`config.mk`:
```
export PLATFORM = sky130hd
export DESIGN_NAME = reg_script_seq
export DESIGN_NICKNAME = d
export VERILOG_FILES = /design/src/rtl/seqr_pkg.sv /design/src/rtl/seqr_fsm.sv /design/src/rtl/seqr_args.sv /design/src/rtl/seqr_check.sv /design/src/rtl/reg_script_seq.sv
export SDC_FILE = /design/constraint.sdc
export NUM_CORES = 1
export LEC_CHECK = 0
export BUFFER_PORTS_ARGS = -buffer_cell sky130_fd_sc_hd__buf_2
export CORE_MARGIN = 5
export CORE_UTILIZATION = 45
export DETAILED_ROUTE_END_ITERATION = 8
export MAX_ROUTING_LAYER = met4
export PLACE_DENSITY_LB_ADDON = 0.25
export SYNTH_ARGS = -nofsm -noshare
export SYNTH_HDL_FRONTEND = slang
export SYNTH_HIERARCHICAL = 1
export SYNTH_SLANG_ARGS = --single-unit
```
`constraint.sdc`:
```
create_clock -name clk -period 2.3 [get_ports clk]
set_clock_uncertainty 0.1 [all_clocks]
set_input_delay 0.115 -clock clk [delete_from_list [all_inputs] [get_ports clk]]
set_output_delay 0.115 -clock clk [all_outputs]
set_load 0.05 [all_outputs]
```
`src/rtl/seqr_pkg.sv`:
```
package seqr_pkg;

    localparam logic [7:0] OP_WRITE = 8'h01;
    localparam logic [7:0] OP_READ  = 8'h02;
    localparam logic [7:0] OP_CHECK = 8'h03;
    localparam logic [7:0] OP_HALT  = 8'hFF;

    typedef enum logic [2:0] {
        ST_OPCODE,
        ST_ARGS,
        ST_WRITE,
        ST_READ,
        ST_SAMPLE,
        ST_HALT,
        ST_TRAP
    } seq_state_t;

    typedef enum logic [1:0] {
        K_WR,
        K_RD,
        K_CHK
    } cmd_kind_t;

endpackage

```
`src/rtl/seqr_fsm.sv`:
```
module seqr_fsm
    import seqr_pkg::*;
#(
    parameter int FETCH_AW = 12,
    parameter int N_WR     = 4,
    parameter int N_RD     = 2,
    parameter int N_CHK    = 6,
    parameter int IDX_W    = 3
) (
    input  logic                clk,
    input  logic                rst,
    input  logic [7:0]          fetch_data,
    output logic                fetch_en,
    output logic [FETCH_AW-1:0] fetch_addr,
    output logic                arg_we,
    output logic [IDX_W-1:0]    arg_idx,
    output logic                bus_wr,
    output logic                bus_rd,
    output logic                cmp_en,
    output logic                done,
    output logic                bad_op
);

    seq_state_t          state_q, state_d;
    cmd_kind_t           kind_q, kind_d;
    logic [IDX_W-1:0]    idx_q, idx_d;
    logic [IDX_W-1:0]    last_idx;
    logic [FETCH_AW-1:0] ptr_q;

    // index of the final operand byte for the current command
    always_comb begin
        unique case (kind_q)
            K_WR:    last_idx = IDX_W'(N_WR - 1);
            K_RD:    last_idx = IDX_W'(N_RD - 1);
            K_CHK:   last_idx = IDX_W'(N_CHK - 1);
            default: last_idx = '0;
        endcase
    end

    // next-state logic
    always_comb begin
        state_d = state_q;
        kind_d  = kind_q;
        idx_d   = idx_q;
        unique case (state_q)
            ST_OPCODE: begin
                idx_d = '0;
                unique case (fetch_data)
                    OP_WRITE: begin kind_d = K_WR;  state_d = ST_ARGS; end
                    OP_READ:  begin kind_d = K_RD;  state_d = ST_ARGS; end
                    OP_CHECK: begin kind_d = K_CHK; state_d = ST_ARGS; end
                    OP_HALT:  state_d = ST_HALT;
                    default:  state_d = ST_TRAP;
                endcase
            end
            ST_ARGS: begin
                idx_d = idx_q + 1'b1;
                if (idx_q == last_idx)
                    state_d = (kind_q == K_WR) ? ST_WRITE : ST_READ;
            end
            ST_WRITE:  state_d = ST_OPCODE;
            ST_READ:   state_d = ST_SAMPLE;
            ST_SAMPLE: state_d = ST_OPCODE;
            ST_HALT:   state_d = ST_HALT;
            ST_TRAP:   state_d = ST_TRAP;
            default:   state_d = ST_TRAP;
        endcase
    end

    // state register
    always_ff @(posedge clk) begin
        if (rst) begin
            state_q <= ST_OPCODE;
            kind_q  <= K_WR;
            idx_q   <= '0;
            ptr_q   <= '0;
        end else begin
            state_q <= state_d;
            kind_q  <= kind_d;
            idx_q   <= idx_d;
            if (fetch_en)
                ptr_q <= ptr_q + 1'b1;
        end
    end

    // outputs decoded from state
    always_comb begin
        fetch_en = 1'b0;
        arg_we   = 1'b0;
        bus_wr   = 1'b0;
        bus_rd   = 1'b0;
        cmp_en   = 1'b0;
        done     = 1'b0;
        bad_op   = 1'b0;
        unique case (state_q)
            ST_OPCODE: fetch_en = 1'b1;
            ST_ARGS:   begin fetch_en = 1'b1; arg_we = 1'b1; end
            ST_WRITE:  bus_wr = 1'b1;
            ST_READ:   bus_rd = 1'b1;
            ST_SAMPLE: cmp_en = (kind_q == K_CHK);
            ST_HALT:   done = 1'b1;
            ST_TRAP:   begin done = 1'b1; bad_op = 1'b1; end
            default:   begin done = 1'b1; bad_op = 1'b1; end
        endcase
    end

    assign fetch_addr = ptr_q;
    assign arg_idx    = idx_q;

endmodule

```
`src/rtl/seqr_args.sv`:
```
module seqr_args #(
    parameter int AW    = 16,
    parameter int DW    = 16,
    parameter int IDX_W = 3
) (
    input  logic             clk,
    input  logic             rst,
    input  logic             we,
    input  logic [IDX_W-1:0] idx,
    input  logic [7:0]       byte_in,
    output logic [AW-1:0]    addr,
    output logic [DW-1:0]    data,
    output logic [DW-1:0]    mask
);

    localparam int AB = AW / 8;
    localparam int DB = DW / 8;

    logic [AW-1:0] addr_q;
    logic [DW-1:0] fld_q [2];

    // address bytes occupy the first AB operand slots, high byte first
    always_ff @(posedge clk) begin
        if (rst)
            addr_q <= '0;
        else if (we && (int'(idx) < AB))
            addr_q <= {addr_q[AW-9:0], byte_in};
    end

    // data/expected field then mask field, each DB bytes wide
    for (genvar f = 0; f < 2; f++) begin : g_fld
        localparam int LO = AB + f * DB;
        always_ff @(posedge clk) begin
            if (rst)
                fld_q[f] <= '0;
            else if (we && (int'(idx) >= LO) && (int'(idx) < LO + DB))
                fld_q[f] <= {fld_q[f][DW-9:0], byte_in};
        end
    end

    assign addr = addr_q;
    assign data = fld_q[0];
    assign mask = fld_q[1];

endmodule

```
`src/rtl/seqr_check.sv`:
```
module seqr_check #(
    parameter int DW    = 16,
    parameter int CNT_W = 8
) (
    input  logic             clk,
    input  logic             rst,
    input  logic             en,
    input  logic [DW-1:0]    rdata,
    input  logic [DW-1:0]    expv,
    input  logic [DW-1:0]    mask,
    output logic [CNT_W-1:0] cnt
);

    localparam logic [CNT_W-1:0] CNT_MAX = '1;

    logic             miss;
    logic [CNT_W-1:0] cnt_q;

    assign miss = |((rdata ^ expv) & mask);

    always_ff @(posedge clk) begin
        if (rst)
            cnt_q <= '0;
        else if (en && miss && (cnt_q != CNT_MAX))
            cnt_q <= cnt_q + 1'b1;
    end

    assign cnt = cnt_q;

endmodule

```
`src/rtl/reg_script_seq.sv`:
```
module reg_script_seq #(
    parameter int FETCH_AW = 12,
    parameter int BUS_AW   = 16,
    parameter int BUS_DW   = 16,
    parameter int CNT_W    = 8
) (
    input  logic                clk,
    input  logic                rst,
    output logic                fetch_en,
    output logic [FETCH_AW-1:0] fetch_addr,
    input  logic [7:0]          fetch_data,
    output logic [BUS_AW-1:0]   bus_addr,
    output logic [BUS_DW-1:0]   bus_wdata,
    output logic                bus_wr,
    output logic                bus_rd,
    input  logic [BUS_DW-1:0]   bus_rdata,
    output logic                done,
    output logic                pass,
    output logic                fail,
    output logic                bad_op,
    output logic [CNT_W-1:0]    mismatch_cnt
);

    localparam int AB    = BUS_AW / 8;
    localparam int DB    = BUS_DW / 8;
    localparam int N_WR  = AB + DB;
    localparam int N_RD  = AB;
    localparam int N_CHK = AB + 2 * DB;
    localparam int IDX_W = $clog2(N_CHK + 1);

    logic             arg_we;
    logic [IDX_W-1:0] arg_idx;
    logic             cmp_en;
    logic [BUS_DW-1:0] mask;

    seqr_fsm #(
        .FETCH_AW (FETCH_AW),
        .N_WR     (N_WR),
        .N_RD     (N_RD),
        .N_CHK    (N_CHK),
        .IDX_W    (IDX_W)
    ) u_fsm (
        .clk        (clk),
        .rst        (rst),
        .fetch_data (fetch_data),
        .fetch_en   (fetch_en),
        .fetch_addr (fetch_addr),
        .arg_we     (arg_we),
        .arg_idx    (arg_idx),
        .bus_wr     (bus_wr),
        .bus_rd     (bus_rd),
        .cmp_en     (cmp_en),
        .done       (done),
        .bad_op     (bad_op)
    );

    seqr_args #(
        .AW    (BUS_AW),
        .DW    (BUS_DW),
        .IDX_W (IDX_W)
    ) u_args (
        .clk     (clk),
        .rst     (rst),
        .we      (arg_we),
        .idx     (arg_idx),
        .byte_in (fetch_data),
        .addr    (bus_addr),
        .data    (bus_wdata),
        .mask    (mask)
    );

    seqr_check #(
        .DW    (BUS_DW),
        .CNT_W (CNT_W)
    ) u_check (
        .clk   (clk),
        .rst   (rst),
        .en    (cmp_en),
        .rdata (bus_rdata),
        .expv  (bus_wdata),
        .mask  (mask),
        .cnt   (mismatch_cnt)
    );

    assign pass = done && !bad_op && (mismatch_cnt == '0);
    assign fail = done && (mismatch_cnt != '0);

endmodule

```
==> results of run 1 <==
[registers in the layout (all words and copies together), names as in the netlist]
name and cells:
u_args/fld_q 32, u_args/addr 16, u_fsm/fetch_addr 12, u_check/cnt 8, u_fsm/arg_idx 3, u_fsm/state_q 3
u_fsm/kind_q 2
[worst paths after layout]
check	slack [ns]	endpoint	cells after the start
worst max-delay path	0.31	u_check/cnt[1]	6
worst min-delay path	0.26	u_check/cnt[0]	3
worst max register to register	0.31	u_check/cnt[1]	6
worst min register to register	0.37	u_args/addr[11]	2
[critical path: stages (launching register included)]
cell      delay [ns]
edfxtp_1        0.43
xor2_1          0.18
a22oi_1         0.21
nand4_1         0.19
o211ai_2        0.46
mux2i_1         0.24
nor2_1          0.05
[metrics by stage]
step | cells | utilization | hold WS (ns) | worst slack [ns] | power (mW)
6_report | 539 | 0.564 | 0.259 | 0.314 | 2.83
5_1_grt | 539 | 0.564 | 0.292 | 0.144 | 2.95
4_1_cts | 539 | 0.563 | 0.262 | 0.192 | 2.85
3_5_place_dp | 515 | 0.529 | 0.331 | 0.205 | 1.90
3_3_place_gp | 515 | 0.529 | 0.328 | 0.232 | 1.90
2_1_floorplan | 339 | - | 0.112 | 0.180 | 1.80
[layer usage]
layer,part of all wire,vias up
met5,0,-
met4,0.014,0
met3,0.047,14
met2,0.49,60
met1,0.45,1299
li1,-,1392
[cell usage after synthesis (2+ instances only)]
cell type / count / area, um2
dfxtp_1: 44 / 881
and2_1: 34 / 213
edfxtp_1: 32 / 961
nand2b_1: 26 / 163
xor2_1: 24 / 210
a21oi_1: 17 / 85.1
mux2i_1: 17 / 170
nor2_1: 17 / 63.8
nand2_1: 12 / 45.0
nand3_1: 11 / 55.1
o21ai_0: 10 / 50.1
a22oi_1: 8 / 60.1
nand4_1: 7 / 43.8
inv_1: 6 / 22.5
or3_1: 6 / 37.5
buf_2: 5 / 25.0
clkbuf_1: 5 / 18.8
nor4_1: 5 / 31.3
nor3b_1: 4 / 30.0
and4bb_2: 3 / 37.5
buf_6: 3 / 33.8
ha_1: 3 / 37.5
a31o_2: 2 / 17.5
and3_1: 2 / 12.5
and4_1: 2 / 17.5
nand3b_1: 2 / 15.0
nor3_1: 2 / 10.0
o21a_1: 2 / 15.0
[logic make-up (layout without fill, tap and decap cells)]
family,after synthesis,after routing,synth area share
XOR/XNOR,25,25,0.0606
AND/OR/NAND/NOR,146,146,0.248
buffers and inverters,22,120,0.0339
AO/OA/AOI/OAI,49,49,0.0880
adder cells (fa/ha/maj),4,4,0.0132
multiplexers,17,17,0.0471
flip-flops,76,76,0.510
[power breakdown]
| group | switching, mW | internal, mW | total, mW |
|---|---|---|---|
| clock | 0.537 | 0.408 | 0.946 |
| combinational | 0.284 | 0.127 | 0.411 |
| sequential | 0.0316 | 1.44 | 1.47 |
| total | 0.852 | 1.98 | 2.83 |
[final cells by class]
type | count | area share
sequential | 76 | 0.421
multi-input combinational | 241 | 0.378
timing repair buffer | 97 | 0.123
tap | 102 | 0.0291
clock buffer | 9 | 0.0283
clock inverter | 7 | 0.0134
inverter | 7 | 0.00771
[what timing repair did]
action / in CTS / in global routing
setup endpoints to repair: 0 / 1
endpoints found under the hold margin: 9 / 0
resized for setup: 0 / 1
setup buffers: 0 / 0
hold buffers: 8 / 0
==> impl_metrics.ini, run 1 <==
[run_status]
outcome = finished clean

[global_route]
grt_most_used_layer = met2
grt_use_total = 0.162
use_met1 = 0.194
grtUsageMet2 = 0.263
antenna_found_initial = 0
grt_max_degree = 55
grt_overflow = 0
grt_pass1_vias = 2765
use_met3 = 0.0337
grt_pass1_wl_um = 12500

[placed_design]
placed_area_um2 = 4110
portBuffers = 84
gp_congestion = 0.815
dpl.hpwl_um = 5370

[finish]
n_fill_cell = 705
layout_common_cells = buf_2, dfxtp_1, and2_1
syn2layout_area_growth_pct = 21.2
postLayoutCellArea_um2 = 4380
antenna_cells = 0
fin_nets = 461
final_common_cell = buf_2
regArea_um2 = 1840
multiInputGateArea_um2 = 1660
drive_gt1_frac = 0.279

[route]
drt-pass1-iter-count = 4
via_per_inst = 5.13
routed_wirelength_um = 7600
drc_errors = 0
wl_per_cell_um = 14.1
vias = 2765
drtIter0Drc = 146
antenna_left = 0

[die]
initial_core_util = 0.465
rows = 32
ios = 85
die_h_um = 99.6
coreArea_um2 = 7770
die_w_um = 99.6
dieArea_um2 = 9920

[critical_path]
required_ns = 2.43
timing.rr.start = u_args/fld_q[0][1]
worstPathArrival_ns = 2.12
cp-end-kind = flop
worstSetupStartpointType = flop
startpoint = u_args/fld_q[0][1]
critPathMaxFanout = 12
critPathKind = flop to flop

[synthesis]
syn_area_per_cell_um2 = 10.7
yosys_warnings = 6
async_flop_share = 0
syn_nets = 368
syn-cell-area_um2 = 3610
ys_seq_elements = 76
synth-main-ff-cell = dfxtp_1
yosysSeqAreaShare = 0.510
synth_cells = 339
synth_edf_count = 32
synth_cell_types = 56

[cts]
insertion_delay_ns = 0.35
htree_levels = 3
clk_path_buf_depth = 2
root_buffer = clkbuf_8
numCtsBuffers = 9
cts.sinks = 76
cts_tree = yes
clk_pin_slew_ns = 0.09

[hold_path]
hp-start = rst
min_path_type = primary input to flop

[timing]
slew_viol_final = 0
period_needed_ns = 1.99
tightest_slew_ns = 0.471
max_freq_mhz = 504
setup_viol = 0
rsz0062_at_grt = false
timing.setup.tns_ns = 0
slew_headroom = 0.686
hold_violations = 0
period_share = 0.863

[run]
drv_cap = 0

[pwr]
p_leak_nw = 1.84
p_per_area_nw_per_um2 = 646
ir_drop_mv = 0.493
Power figures use the tool's default switching activity.
==> inputs of run 2 (changes only) <==
--- a/config.mk
+++ b/config.mk
@@ -5,13 +5,14 @@
 export SDC_FILE = /design/constraint.sdc
 export NUM_CORES = 1
 export LEC_CHECK = 0
+export ABC_AREA = 1
 export BUFFER_PORTS_ARGS = -buffer_cell sky130_fd_sc_hd__buf_2
 export CORE_MARGIN = 5
 export CORE_UTILIZATION = 45
 export DETAILED_ROUTE_END_ITERATION = 8
+export GPL_ROUTABILITY_DRIVEN = 0
 export MAX_ROUTING_LAYER = met4
 export PLACE_DENSITY_LB_ADDON = 0.25
 export SYNTH_ARGS = -nofsm -noshare
 export SYNTH_HDL_FRONTEND = slang
-export SYNTH_HIERARCHICAL = 1
 export SYNTH_SLANG_ARGS = --single-unit
==> run 2 against run 1 <==
Maximum frequency shrank 0.78%. Largest power group unchanged. Critical path type is now flop to output pin. Highest routed layer unchanged. Combinational power shrank 10%. Sequential power is essentially flat. Sequential cell count is the same. Global-route usage grew 1.6 points.
==> impl_metrics.ini, run 2 <==
[run_status]
outcome = finished clean

[timing]
period_needed_ns = 2.00
hold_violations = 0
hold_ws_ns = 0.0194
timing.setup.tns_ns = 0
rsz0062_at_grt = false
max_freq_mhz = 500
tightest_slew_ns = 0.571
setup_ws_ns = 0.299
slew_viol_final = 0
period_share = 0.870
setup_viol = 0
slew_headroom = 0.616

[critical_path]
worst_path_dominant_cell_family = simple AND/OR/NAND/NOR gates
path_buf_inv = 2
required_ns = 2.09
slowest_delay_ns = 0.34
worstPathArrival_ns = 1.79
cp-end-kind = output pin
critPathMaxFanout = 4
crit_chain = inv_1 -> ha_1 -> nand4_1 -> nor4_1 -> and3_1 -> buf_2
crit_path_top_delay_cell = dfxtp_1
worstSetupStartpointType = flop
critPathKind = flop to output pin

[finish]
layout_common_cells = nor2_1, buf_2, nand2_1
final_common_cell = nor2_1
syn2layout_area_growth_pct = 20.9
fin_nets = 585
largest-register = u_args.fld_q
largest_reg_flops = 32
instances_no_fill = 662
n_fill_cell = 733
drive_gt1_frac = 0.223
postLayoutCellArea_um2 = 4400
antenna_cells = 0

[die]
die_w_um = 99.9
initial_core_util = 0.466
ios = 85
die_h_um = 99.9
rows = 32
dieArea_um2 = 9980
coreArea_um2 = 7810

[global_route]
grt_max_degree = 32
grt_overflow = 0
grtUsageMet2 = 0.276
grt_pass1_wl_um = 14000
grt_most_used_layer = met2
use_met1 = 0.233
grt_use_total = 0.177
use_met3 = 0.0382
grt_pass1_vias = 3084
antenna_found_initial = 0

[placed_design]
portBuffers = 84
dpl.cell_count = 641
pre_cts_ws_ns = 0.573
placed_area_um2 = 4170
dpl.hpwl_um = 6120

[pwr]
p_int_mw = 1.94
pwr-share-clk = 0.339
p_per_area_nw_per_um2 = 633
pwr-share-seq = 0.528
ir_drop_mv = 0.364
combPwrFrac = 0.133
p_switching_mw = 0.842
netSwitchingFraction = 0.303
p_leak_nw = 2.06

[synthesis]
synth_xor_area_frac = 0.00963
synth_cells = 461
yosys_warnings = 0
synthAdderAreaFrac = 0.0138
async_flop_share = 0
ys_seq_elements = 76
syn_nets = 491
yosysMostFrequentCell = nor2_1
yosysSeqAreaShare = 0.506
synth_commonest_cells = nor2_1, nand2_1, inv_1
synth_top_family_by_area = simple AND/OR/NAND/NOR gates
syn_area_per_cell_um2 = 7.89
synth_edf_count = 32
synth-main-ff-cell = dfxtp_1
yosysTopAreaCellShare = 0.264
synthSimpleGateAreaFrac = 0.304
synthMuxAreaShare = 0
syn-cell-area_um2 = 3640
synth_cell_types = 36
synth_area_leaders = edfxtp_1, dfxtp_1, nor2_1
yosys.area.top_type = edfxtp_1
synth_compound_area_frac = 0.0863

[cts]
htree_levels = 3
numCtsBuffers = 9
cts_tree = yes
cts_resized = 0
clk_path_buf_depth = 2
root_buffer = clkbuf_8
clk_pin_slew_ns = 0.08
insertion_delay_ns = 0.36
cts.sinks = 76

[route]
drtIter0Drc = 237
wl_per_cell_um = 12.3
drt-pass1-iter-count = 4
routed_wirelength_um = 8160
vias = 3216
drc_errors = 0
antenna_left = 0
via_per_inst = 4.86

[run]
drv_cap = 0

[hold_path]
min_path_type = primary input to flop
-- run 2: worst register-to-register path: cells and delay by family, from the launching register on --
kind	cells	cell delay, ns
and+or+nand+nor	7	1.04
AOI/OAI and AO/OA	1	0.12
DFF	1	0.40
-- run 2: repair_timing --
item                                   in CTS  in global routing
endpoints found under the hold margin       4                  0
hold buffers                                5                  0
buffers inserted                            0                  0
setup endpoints to repair                   0                  0
-- run 2: stage by stage --
step | utilization | total power, mW
global route | 0.563 | 2.91
detailed placement | 0.534 | 1.87
CTS | 0.563 | 2.81
global placement | 0.534 | 1.86
finish | 0.563 | 2.78
floorplan | - | 1.77
-- run 2: worst paths after layout --
kind | end | slack [ns] | cells after the start | startpoint
setup / recovery | pass | 0.30 | 6 | u_check.cnt[0]
hold / removal | u_check.cnt[3] | 0.02 | 2 | rst
setup reg to reg | u_fsm.fetch_addr[11] | 0.55 | 8 | u_fsm.state_q[1]
hold reg to reg | u_args.addr[10] | 0.38 | 2 | u_args.addr[10]
-- run 2: final cells by class --
cell class | count | area (um2) | share of cell area
inverters | 63 | 240 | 0.0546
clock inverters | 7 | 57.6 | 0.0131
well taps | 102 | 128 | 0.0290
multi-input cells | 313 | 1510 | 0.344
flip-flops and latches | 76 | 1840 | 0.419
clock buffers | 9 | 124 | 0.0282
repair buffers | 92 | 493 | 0.112
-- run 2: cells by family (layout without fill, tap and decap cells) --
kind of cell,after synthesis,in the layout
compound gates,58,58
xor+xnor,4,4
fa+ha+maj,4,4
buf+inv,72,171
flops,76,76
simple gates,247,247
-- run 2: power by group through the flow --
stage | clock [mW] | combinational (mW) | sequential [mW]
final | 0.943 | 0.370 | 1.47
after global placement | 0 | 0.359 | 1.50
after detailed placement | 0 | 0.366 | 1.50
after floorplan | 0 | 0.194 | 1.57
after global routing | 1.03 | 0.403 | 1.48
after CTS | 0.967 | 0.373 | 1.47
-- run 2: metal layers --
layer,vias up,routed length [um]
met2,102,3680
met5,-,0
met1,1438,3750
met4,0,102
met3,10,632
li1,1666,-
==> inputs of run 3 (changes only) <==
--- a/config.mk
+++ b/config.mk
@@ -5,7 +5,6 @@
 export SDC_FILE = /design/constraint.sdc
 export NUM_CORES = 1
 export LEC_CHECK = 0
-export ABC_AREA = 1
 export BUFFER_PORTS_ARGS = -buffer_cell sky130_fd_sc_hd__buf_2
 export CORE_MARGIN = 5
 export CORE_UTILIZATION = 45
@@ -13,6 +12,7 @@
 export GPL_ROUTABILITY_DRIVEN = 0
 export MAX_ROUTING_LAYER = met4
 export PLACE_DENSITY_LB_ADDON = 0.25
+export REMOVE_ABC_BUFFERS = 1
 export SYNTH_ARGS = -nofsm -noshare
 export SYNTH_HDL_FRONTEND = slang
 export SYNTH_SLANG_ARGS = --single-unit
==> run 3 against run 2 <==
Via count fell by 14%. Power rose by 2.6%. First-iteration DRC count fell by 59%. Sequential power barely moved. Synthesized cell count fell by 22%. Combinational power rose by 1%. Maximum frequency fell by 4.3%. Area after synthesis fell by 3.1%. Critical path type is now primary input to flop. Largest power group unchanged.
==> impl_metrics.ini, run 3 <==
[global_route]
grt_use_total = 0.167
antenna_found_initial = 0
grt_pass1_wl_um = 12800
grt_max_degree = 24
grt_pass1_vias = 2798
grt_overflow = 0

[cts]
insertion_delay_ns = 0.36
cts_resized = 0
numCtsBuffers = 9
clk_pin_slew_ns = 0.08
cts_tree = yes
cts-hold-fix-buffers = 8
htree_levels = 3
clk_path_buf_depth = 2
cts.sinks = 76
root_buffer = clkbuf_8
cts_setup_buffers = 0

[route]
vias = 2775
drtIter0Drc = 96
wl_per_cell_um = 13.5
routed_wirelength_um = 7600
drc_errors = 0
drt-pass1-iter-count = 4
antenna_left = 0
via_per_inst = 4.95

[hold_path]
min_path_type = primary input to flop

[finish]
drive_gt1_frac = 0.259
syn2layout_area_growth_pct = 22.6
postLayoutCellArea_um2 = 4320
layout_common_cells = buf_2, nand2_1, dfxtp_1
fin_nets = 484
final_common_cell = buf_2
antenna_cells = 0
largest-register = u_args.fld_q
largest_reg_flops = 32

[synthesis]
synth_cell_types = 46
synth-main-ff-cell = dfxtp_1
yosysTopAreaCellShare = 0.273
synth_cells = 359
synth_commonest_cells = nand2_1, dfxtp_1, nor2_1
yosysSeqAreaShare = 0.522
yosys_warnings = 0
syn_area_per_cell_um2 = 9.82
synth_edf_count = 32
async_flop_share = 0
yosysMostFrequentCell = nand2_1
syn-cell-area_um2 = 3530
yosys.area.top_type = edfxtp_1
ys_seq_elements = 76
synth_area_leaders = edfxtp_1, dfxtp_1, xor2_1

[critical_path]
cp-end-kind = flop
crit_chain = dlygate4sd3_1 -> buf_2 -> or4_4 -> nor4_4 -> o21bai_1 -> a221o_1 -> a21oi_1
critPathMaxFanout = 5
critPathKind = primary input to flop
required_ns = 2.48
slowest_delay_ns = 0.54
path_buf_inv = 2
worstPathArrival_ns = 2.27
crit_path_top_delay_cell = or4_4
worstSetupStartpointType = primary input
worst_path_dominant_cell_family = simple AND/OR/NAND/NOR gates

[placed_design]
pre_cts_ws_ns = 0.239
placed_area_um2 = 4050
portBuffers = 84
dpl.hpwl_um = 5460

[timing]
setup_ws_ns = 0.210
slew_viol_final = 0
period_share = 0.909
max_freq_mhz = 478
tightest_slew_ns = 0.543
period_needed_ns = 2.09
setup_viol = 0
hold_ws_ns = 0.0837
slew_headroom = 0.637
hold_violations = 0
rsz0062_at_grt = false
timing.setup.tns_ns = 0

[run]
drv_cap = 0

[die]
ios = 85
die_h_um = 98.5
dieArea_um2 = 9710
coreArea_um2 = 7690
initial_core_util = 0.459
die_w_um = 98.5
rows = 32

[run_status]
outcome = finished clean

[pwr]
power_mw = 2.86
p_leak_nw = 1.85
ir_drop_mv = 0.442
p_per_area_nw_per_um2 = 661
run 3: cell count changes after synthesis, moves of 8 or more:
cell	previous run	this run
a22oi_1	0	8
o21ai_0	20	8
nand2_1	77	49
xor2_1	3	25
nand3_1	12	4
nor2_1	124	36
and2_1	0	34
nor2b_1	0	8
inv_1	57	8
run 3: kinds of logic (layout without fill, tap and decap cells):
logic type	count (synthesis)	count (layout)	synth area share
fa+ha+maj	4	4	0.0142
mux	9	9	0.0280
simple gates	172	172	0.255
flops	76	76	0.522
buf+inv	23	123	0.0323
compound gates	48	48	0.0806
xor+xnor	27	27	0.0671
run 3: path summary, 6_finish.rpt:
| check | startpoint | endpoint | slack, ns | cells past startpoint |
|---|---|---|---|---|
| setup reg to reg | u_fsm.state_q[0] | u_args.fld_q[0][13] | 0.24 | 4 |
| setup / recovery | fetch_data[4] | u_fsm.state_q[0] | 0.21 | 7 |
| hold / removal | rst | u_fsm.fetch_addr[8] | 0.08 | 2 |
| hold reg to reg | u_args.addr[14] | u_args.addr[14] | 0.35 | 2 |
run 3: worst reg2reg max path, stage by stage, from the launching register on:
cell and delay, ns:
dfxtp_1 0.44, or3b_1 0.51, or3b_4 0.44, nand2b_1 0.13
buf_12 0.16
run 3: power breakdown:
group	total [mW]	internal (mW)	switching (mW)
sequential	1.48	1.44	0.0407
combinational	0.374	0.112	0.262
clock	1.00	0.501	0.500
run 3: routing by layer:
metal  vias up  global-route usage  wire, um
li1       1417                   -         -
met1      1278               0.193      3330
met2        56               0.272      3750
met3        24              0.0354       304
met4         0              0.0882       208
met5         -                   -         0
run 3: stage by stage:
stage,utilization,std cells
finish,0.562,561
global route,0.562,561
CTS,0.562,561
detailed placement,0.527,537
global placement,0.527,537
floorplan,-,345
run 3: layout make-up:
class / instances / area (um2)
inverter: 9 / 33.8
clock inverter: 6 / 63.8
sequential: 76 / 1840
fill: 729 / 3360
clock buffer: 10 / 128
tap: 102 / 128
multi-input combinational: 260 / 1570
timing repair buffer: 98 / 558
